`config.mk`:
```
export PLATFORM = sky130hd
export DESIGN_NAME = fsk_tone_synth
export DESIGN_NICKNAME = d
export VERILOG_FILES = /design/src/rtl/fsk_pkg.sv /design/src/rtl/fsk_step_bank.sv /design/src/rtl/fsk_phase_ctrl.sv /design/src/rtl/fsk_sine_lut.sv /design/src/rtl/fsk_tone_synth.sv
export SDC_FILE = /design/constraint.sdc
export NUM_CORES = 1
export LEC_CHECK = 0
export ABC_AREA = 1
export CAP_MARGIN = 20
export CORE_ASPECT_RATIO = 0.9
export CORE_MARGIN = 4
export CORE_UTILIZATION = 35
export CTS_CLUSTER_SIZE = 30
export DETAILED_ROUTE_END_ITERATION = 16
export PLACE_DENSITY = 0.51
export SLEW_MARGIN = 10
export SYNTH_ARGS = -nofsm -noshare
export SYNTH_HDL_FRONTEND = slang
export SYNTH_SLANG_ARGS = --single-unit
```
`constraint.sdc`:
```
create_clock -name clk -period 5.9 [get_ports clk]
set_clock_uncertainty 0.1 [all_clocks]
set_input_delay 1.77 -clock clk [delete_from_list [all_inputs] [get_ports clk]]
set_output_delay 1.77 -clock clk [all_outputs]
set_load 0.02 [all_outputs]
```
`src/rtl/fsk_pkg.sv`:
```
package fsk_pkg;
    localparam int ACC_W   = 18;
    localparam int STEP_W  = 16;
    localparam int ADDR_W  = 10;
    localparam int SAMP_W  = 12;
    localparam int QIDX_W  = ADDR_W - 2;
    localparam int QLEN    = 1 << QIDX_W;
    localparam int AMP     = (1 << (SAMP_W - 1)) - 1;

    typedef logic [ACC_W-1:0]  phase_t;
    typedef logic [STEP_W-1:0] step_t;
    typedef logic signed [SAMP_W-1:0] samp_t;

    typedef enum logic [1:0] {
        GEN_IDLE  = 2'd0,
        GEN_RUN   = 2'd1,
        GEN_DRAIN = 2'd2
    } gen_state_e;

    typedef struct packed {
        logic [1:0]        quad;
        logic [QIDX_W-1:0] idx;
    } lut_addr_t;

    function automatic int qsine(input int i);
        real x;
        x = $itor(AMP) * $sin(2.0 * 3.14159265358979 * $itor(i) / $itor(4 * QLEN));
        return int'($floor(x + 0.5));
    endfunction
endpackage

```
`src/rtl/fsk_step_bank.sv`:
```
module fsk_step_bank
    import fsk_pkg::*;
(
    input  logic  clk,
    input  logic  rst,
    input  logic  wr_en,
    input  logic  wr_sel,
    input  step_t wr_data,
    input  logic  tx_bit,
    output step_t step_sel
);
    step_t space_q;
    step_t mark_q;

    always_ff @(posedge clk) begin
        if (rst) begin
            space_q <= '0;
            mark_q  <= '0;
        end else if (wr_en) begin
            if (wr_sel) mark_q  <= wr_data;
            else        space_q <= wr_data;
        end
    end

    assign step_sel = tx_bit ? mark_q : space_q;

    a_r2_hold_without_write: assert property (@(posedge clk) disable iff (rst)
        !wr_en |=> ($stable(space_q) && $stable(mark_q)));
endmodule

```
`src/rtl/fsk_phase_ctrl.sv`:
```
module fsk_phase_ctrl
    import fsk_pkg::*;
(
    input  logic   clk,
    input  logic   rst,
    input  logic   tx_en,
    input  step_t  step,
    output phase_t acc,
    output logic   active
);
    localparam int PAD_W = ACC_W - STEP_W + 1;

    gen_state_e state_q, state_d;
    phase_t acc_q, acc_d;
    logic [ACC_W:0] sum;
    logic carry;

    assign sum   = {1'b0, acc_q} + {{PAD_W{1'b0}}, step};
    assign carry = sum[ACC_W];

    always_comb begin
        state_d = state_q;
        acc_d   = acc_q;
        unique case (state_q)
            GEN_IDLE: begin
                acc_d = '0;
                if (tx_en) state_d = GEN_RUN;
            end
            GEN_RUN: begin
                if (tx_en) begin
                    acc_d = sum[ACC_W-1:0];
                end else if (acc_q == '0 || carry) begin
                    state_d = GEN_IDLE;
                    acc_d   = '0;
                end else begin
                    state_d = GEN_DRAIN;
                    acc_d   = sum[ACC_W-1:0];
                end
            end
            GEN_DRAIN: begin
                if (carry) begin
                    state_d = GEN_IDLE;
                    acc_d   = '0;
                end else begin
                    acc_d = sum[ACC_W-1:0];
                end
            end
            default: begin
                state_d = GEN_IDLE;
                acc_d   = '0;
            end
        endcase
    end

    always_ff @(posedge clk) begin
        if (rst) begin
            state_q <= GEN_IDLE;
            acc_q   <= '0;
        end else begin
            state_q <= state_d;
            acc_q   <= acc_d;
        end
    end

    assign acc    = acc_q;
    assign active = (state_q != GEN_IDLE);

    a_r5_start_zero: assert property (@(posedge clk) disable iff (rst)
        (state_q == GEN_IDLE && tx_en) |=> (acc_q == '0 && state_q == GEN_RUN));
    a_r3_advance: assert property (@(posedge clk) disable iff (rst)
        (state_q == GEN_RUN && tx_en) |=> (acc_q == ACC_W'($past(acc_q) + ACC_W'($past(step)))));
    a_r9_no_restart_in_drain: assert property (@(posedge clk) disable iff (rst)
        (state_q == GEN_DRAIN) |=> (state_q != GEN_RUN));
    a_r7_idle_at_zero: assert property (@(posedge clk) disable iff (rst)
        (state_q == GEN_IDLE) |-> (acc_q == '0));
endmodule

```
`src/rtl/fsk_sine_lut.sv`:
```
module fsk_sine_lut
    import fsk_pkg::*;
(
    input  lut_addr_t addr,
    output samp_t     sample
);
    logic [SAMP_W-2:0] quarter [QLEN];

    for (genvar i = 0; i < QLEN; i++) begin : g_tab
        localparam int VAL = qsine(i);
        assign quarter[i] = (SAMP_W-1)'(VAL);
    end

    logic [QIDX_W-1:0] mirror_idx;
    logic [SAMP_W-2:0] mag;
    logic              use_peak;

    assign mirror_idx = QIDX_W'(QLEN - int'(addr.idx));
    assign use_peak   = addr.quad[0] && (addr.idx == '0);

    always_comb begin
        if (use_peak)          mag = (SAMP_W-1)'(AMP);
        else if (addr.quad[0]) mag = quarter[mirror_idx];
        else                   mag = quarter[addr.idx];
    end

    assign sample = addr.quad[1] ? -samp_t'({1'b0, mag}) : samp_t'({1'b0, mag});

    always_comb begin
        a_r4_zero_at_axis: assert (!(addr.quad[0] == 1'b0 && addr.idx == '0) || sample == '0);
    end
endmodule

```
`src/rtl/fsk_tone_synth.sv`:
```
module fsk_tone_synth
    import fsk_pkg::*;
(
    input  logic              clk,
    input  logic              rst,
    input  logic              wr_en,
    input  logic              wr_sel,
    input  logic [15:0]       wr_data,
    input  logic              tx_en,
    input  logic              tx_bit,
    output logic signed [11:0] sample_out,
    output logic              sample_valid
);
    step_t     step;
    phase_t    acc;
    logic      active;
    lut_addr_t addr;

    fsk_step_bank u_bank (
        .clk      (clk),
        .rst      (rst),
        .wr_en    (wr_en),
        .wr_sel   (wr_sel),
        .wr_data  (wr_data),
        .tx_bit   (tx_bit),
        .step_sel (step)
    );

    fsk_phase_ctrl u_phase (
        .clk    (clk),
        .rst    (rst),
        .tx_en  (tx_en),
        .step   (step),
        .acc    (acc),
        .active (active)
    );

    assign addr = lut_addr_t'(acc[ACC_W-1 -: ADDR_W]);

    fsk_sine_lut u_lut (
        .addr   (addr),
        .sample (sample_out)
    );

    assign sample_valid = active;

    a_r8_idle_quiet: assert property (@(posedge clk) disable iff (rst)
        !sample_valid |-> (sample_out == '0));
    a_r1_reset_idle: assert property (@(posedge clk)
        $past(rst) |-> !sample_valid);
endmodule

```
==> flow_metrics.py <==
metrics = {
    "run_status": {
        "status": "finished clean",
    },
    "sta": {
        "fin_crit_sh_pct": 96.0,
        "max_slew_margin_pct": 42.0,
        "max_clock_freq_mhz": 177,
        "rsz0062_at_grt": "no",
        "whs_ns": 0.349,
        "setup_viol": 0,
        "tightest_slew_ns": 0.870,
        "hold_violations": 0,
        "finalMaxSlewViolations": 0,
        "setup_slack_ns": 0.236,
        "fin_crit_ns": 5.66,
    },
    "clocking": {
        "clock-sinks": 52,
        "ctsHoldBuffers": 0,
        "htreeDepth": 2,
        "clk_pin_slew_worst_paths_ns": 0.08,
        "cts_tree": "yes",
        "worstSkewPairLatency_ns": 0.30,
        "numCtsBuffers": 5,
        "clk_path_buf_depth": 2,
        "cts_root_buf": "clkbuf_16",
    },
    "placed_design": {
        "dp_hpwl_um": 29800,
        "gp_congestion": 0.994,
        "port_buffers": 34,
        "place_ws_ns": -0.0703,
    },
    "finish": {
        "n_antenna_cell": 0,
        "nets": 1703,
        "n_fill_cell": 2724,
        "layout-drive-gt1-share_pct": 8.55,
        "syn2layout_area_growth_pct": 14.1,
        "layout_common_cells": "nand2_1, nand3_1, nor2_1",
        "multi_input_area_sq_um": 6460,
        "regArea_sq_um": 1040,
        "layout_commonest_cell": "nand2_1",
    },
    "worst_setup_path": {
        "r2r_setup_slack_ns": 2.74,
        "crit_chain": "inv_2 -> ha_1 -> inv_1 -> ha_1 -> buf_4 -> nand2_1 -> nand3_2 -> nor2_1 -> nor2_1 -> nand3_1 -> nand3_1 -> nor2_1 -> nor2_1 -> nor2_4 -> nand2_1 -> nor2_1 -> nand2_1 -> nand2_1 -> xor2_1 -> dlygate4sd2_1",
        "critical-path-top-delay-family": "simple AND/OR/NAND/NOR gates",
        "slowest_delay_ns": 0.37,
        "critical_path_buf_inv_count": 4,
        "critPathArrivalTime_ns": 3.79,
        "cp-start-kind": "register",
        "cp_max_fo": 9,
        "slowest_stage": "dlygate4sd2_1",
        "worstPathRequired_ns": 4.03,
        "path_class": "reg2out",
        "cp_common_cell": "nor2_1",
        "endpoint_kind": "output pin",
    },
    "global_routing": {
        "grt_pass1_vias": 10400,
        "antenna_found_initial": 0,
        "gr-total-overflow": 0,
        "track_usage_pct": 28.8,
        "grt_start_max_net_pins": 44,
        "gr-usage-met2_pct": 41.6,
        "grt_util_met3_pct": 7.03,
        "use_met1_pct": 41.2,
        "grt-busiest-layer": "met2",
        "grt_pass1_wl_um": 60100,
    },
    "yosys": {
        "synth_fp_nets": 1679,
        "syn_area_sq_um": 8310,
        "synth.distinct_cells": 43,
        "synth-edff-count": 0,
        "async_flop_share_pct": 0,
        "ys_seq_area_share_pct": 12.5,
        "synthCells": 1612,
        "postSynthAreaPerCell_sq_um": 5.15,
        "synth_ff_type": "dfxtp_1",
        "ys.warnings.count": 0,
        "ys_seq_elements": 52,
    },
    "floorplan": {
        "die_x_um": 170,
        "die-area_sq_um": 26300,
        "core_sq_um": 23300,
        "start_util_pct": 35.6,
        "num_rows": 53,
        "die_h_um": 154,
        "ios": 35,
    },
    "hold_path": {
        "hold_class": "reg2reg",
    },
    "detailed_routing": {
        "detail_route.wl_per_cell_um": 20.0,
        "viasPerCell": 5.72,
        "antenna_left": 0,
        "num_vias": 11100,
        "drt-total-wl_um": 38800,
        "first_iter_violations": 1507,
        "drcViolationCount": 0,
        "drt_first_pass_iters": 6,
    },
    "job": {
        "cap_violations": 0,
    },
    "pwr": {
        "irDropWorstVdd_uv": 111,
        "p_leak_nw": 4.90,
        "power.density_nw_per_um2": 111,
    },
}
==> routing by layer <==
metal / vias to the layer above / part of all wire, %
li1: 5295 / -
met1: 4998 / 44
met2: 677 / 41
met3: 120 / 11
met4: 0 / 4.2
met5: - / 0
==> path summary, 6_finish.rpt <==
check | startpoint | cells after the start | end
setup / recovery | u_phase.acc[8]$_SDFF_PP0_ | 20 | sample_out[7]
hold reg to reg | u_bank.space_q[8]$_SDFFE_PP0P_ | 2 | u_bank.space_q[8]$_SDFFE_PP0P_
hold / removal | u_bank.space_q[8]$_SDFFE_PP0P_ | 2 | u_bank.space_q[8]$_SDFFE_PP0P_
setup reg to reg | u_bank.space_q[1]$_SDFFE_PP0P_ | 13 | u_phase.acc[17]$_SDFF_PP0_
==> logic make-up (layout without fill, tap and decap cells) <==
| group | count (synthesis) | after routing | share of synthesized area [%] |
|---|---|---|---|
| and+or+nand+nor | 1026 | 1026 | 51.4 |
| xor gates and xnor gates | 22 | 22 | 2.32 |
| DFF | 52 | 52 | 12.5 |
| AOI/OAI and AO/OA | 247 | 247 | 15.8 |
| adders and majority gates | 45 | 45 | 6.87 |
| buffers and inverters | 220 | 245 | 11.1 |
==> cells in the mapped netlist (12+ instances only) <==
cell type  instances  share of area (%)
o21ai_1           12               0.72
o21ai_0          114                6.9
ha_1              44                6.6
o211ai_1          12                1.1
inv_2             12               0.54
nand3_1          194                 12
xor2_1            18                1.9
nand4_1           22                1.7
buf_2             39                2.3
a21oi_1           89                5.4
dfxtp_1           52                 13
clkbuf_1          33                1.5
nand2_1          572                 26
nor3_1            12               0.72
nor2_1           197                8.9
inv_1            120                5.4
==> per-stage QoR <==
stage / instance area (sq um) / cells / utilization (%) / TNS [ns] / power, mW
final: 9480 / 1939 / 40.6 / 0 / 1.05
after CTS: 9380 / 1939 / 40.2 / 0 / 1.05
after global placement: 9180 / 1928 / 39.3 / -0.0897 / 0.737
after floorplan: 8310 / 1612 / - / 0 / 0.605
after detailed placement: 9180 / 1928 / 39.3 / -0.0703 / 0.732
after global routing: 9480 / 1939 / 40.6 / 0 / 1.11
==> what timing repair did <==
action,4_1_cts,5_1_grt
pin swaps,1,0
setup buffers,3,0
cloned,0,0
endpoints found under the setup margin,11,11
resized for setup,12,40
==> tightest hold or removal path, cell delays in order (launching register included) <==
cell     delay, ns
dfxtp_1       0.30
inv_1         0.05
a21oi_1       0.05
==> cell type report <==
class | count | share of cell area [%]
clock inverters | 3 | 0.277
well taps | 302 | 3.98
inverters | 135 | 5.37
flip-flops and latches | 52 | 11.0
multi-input cells | 1340 | 68.1
repair buffers | 102 | 9.95
clock buffers | 5 | 1.32
==> power breakdown <==
| part | internal, mW | switching [mW] |
|---|---|---|
| clock | 0.161 | 0.151 |
| combinational | 0.121 | 0.244 |
| sequential | 0.367 | 0.00682 |
==> flip-flops by register name (all words and copies together) (netlist names) <==
name             cells
u_phase.acc         18
u_bank.mark_q       16
u_bank.space_q      16
u_phase.state_q      2
(Power assumes the default switching activity.)
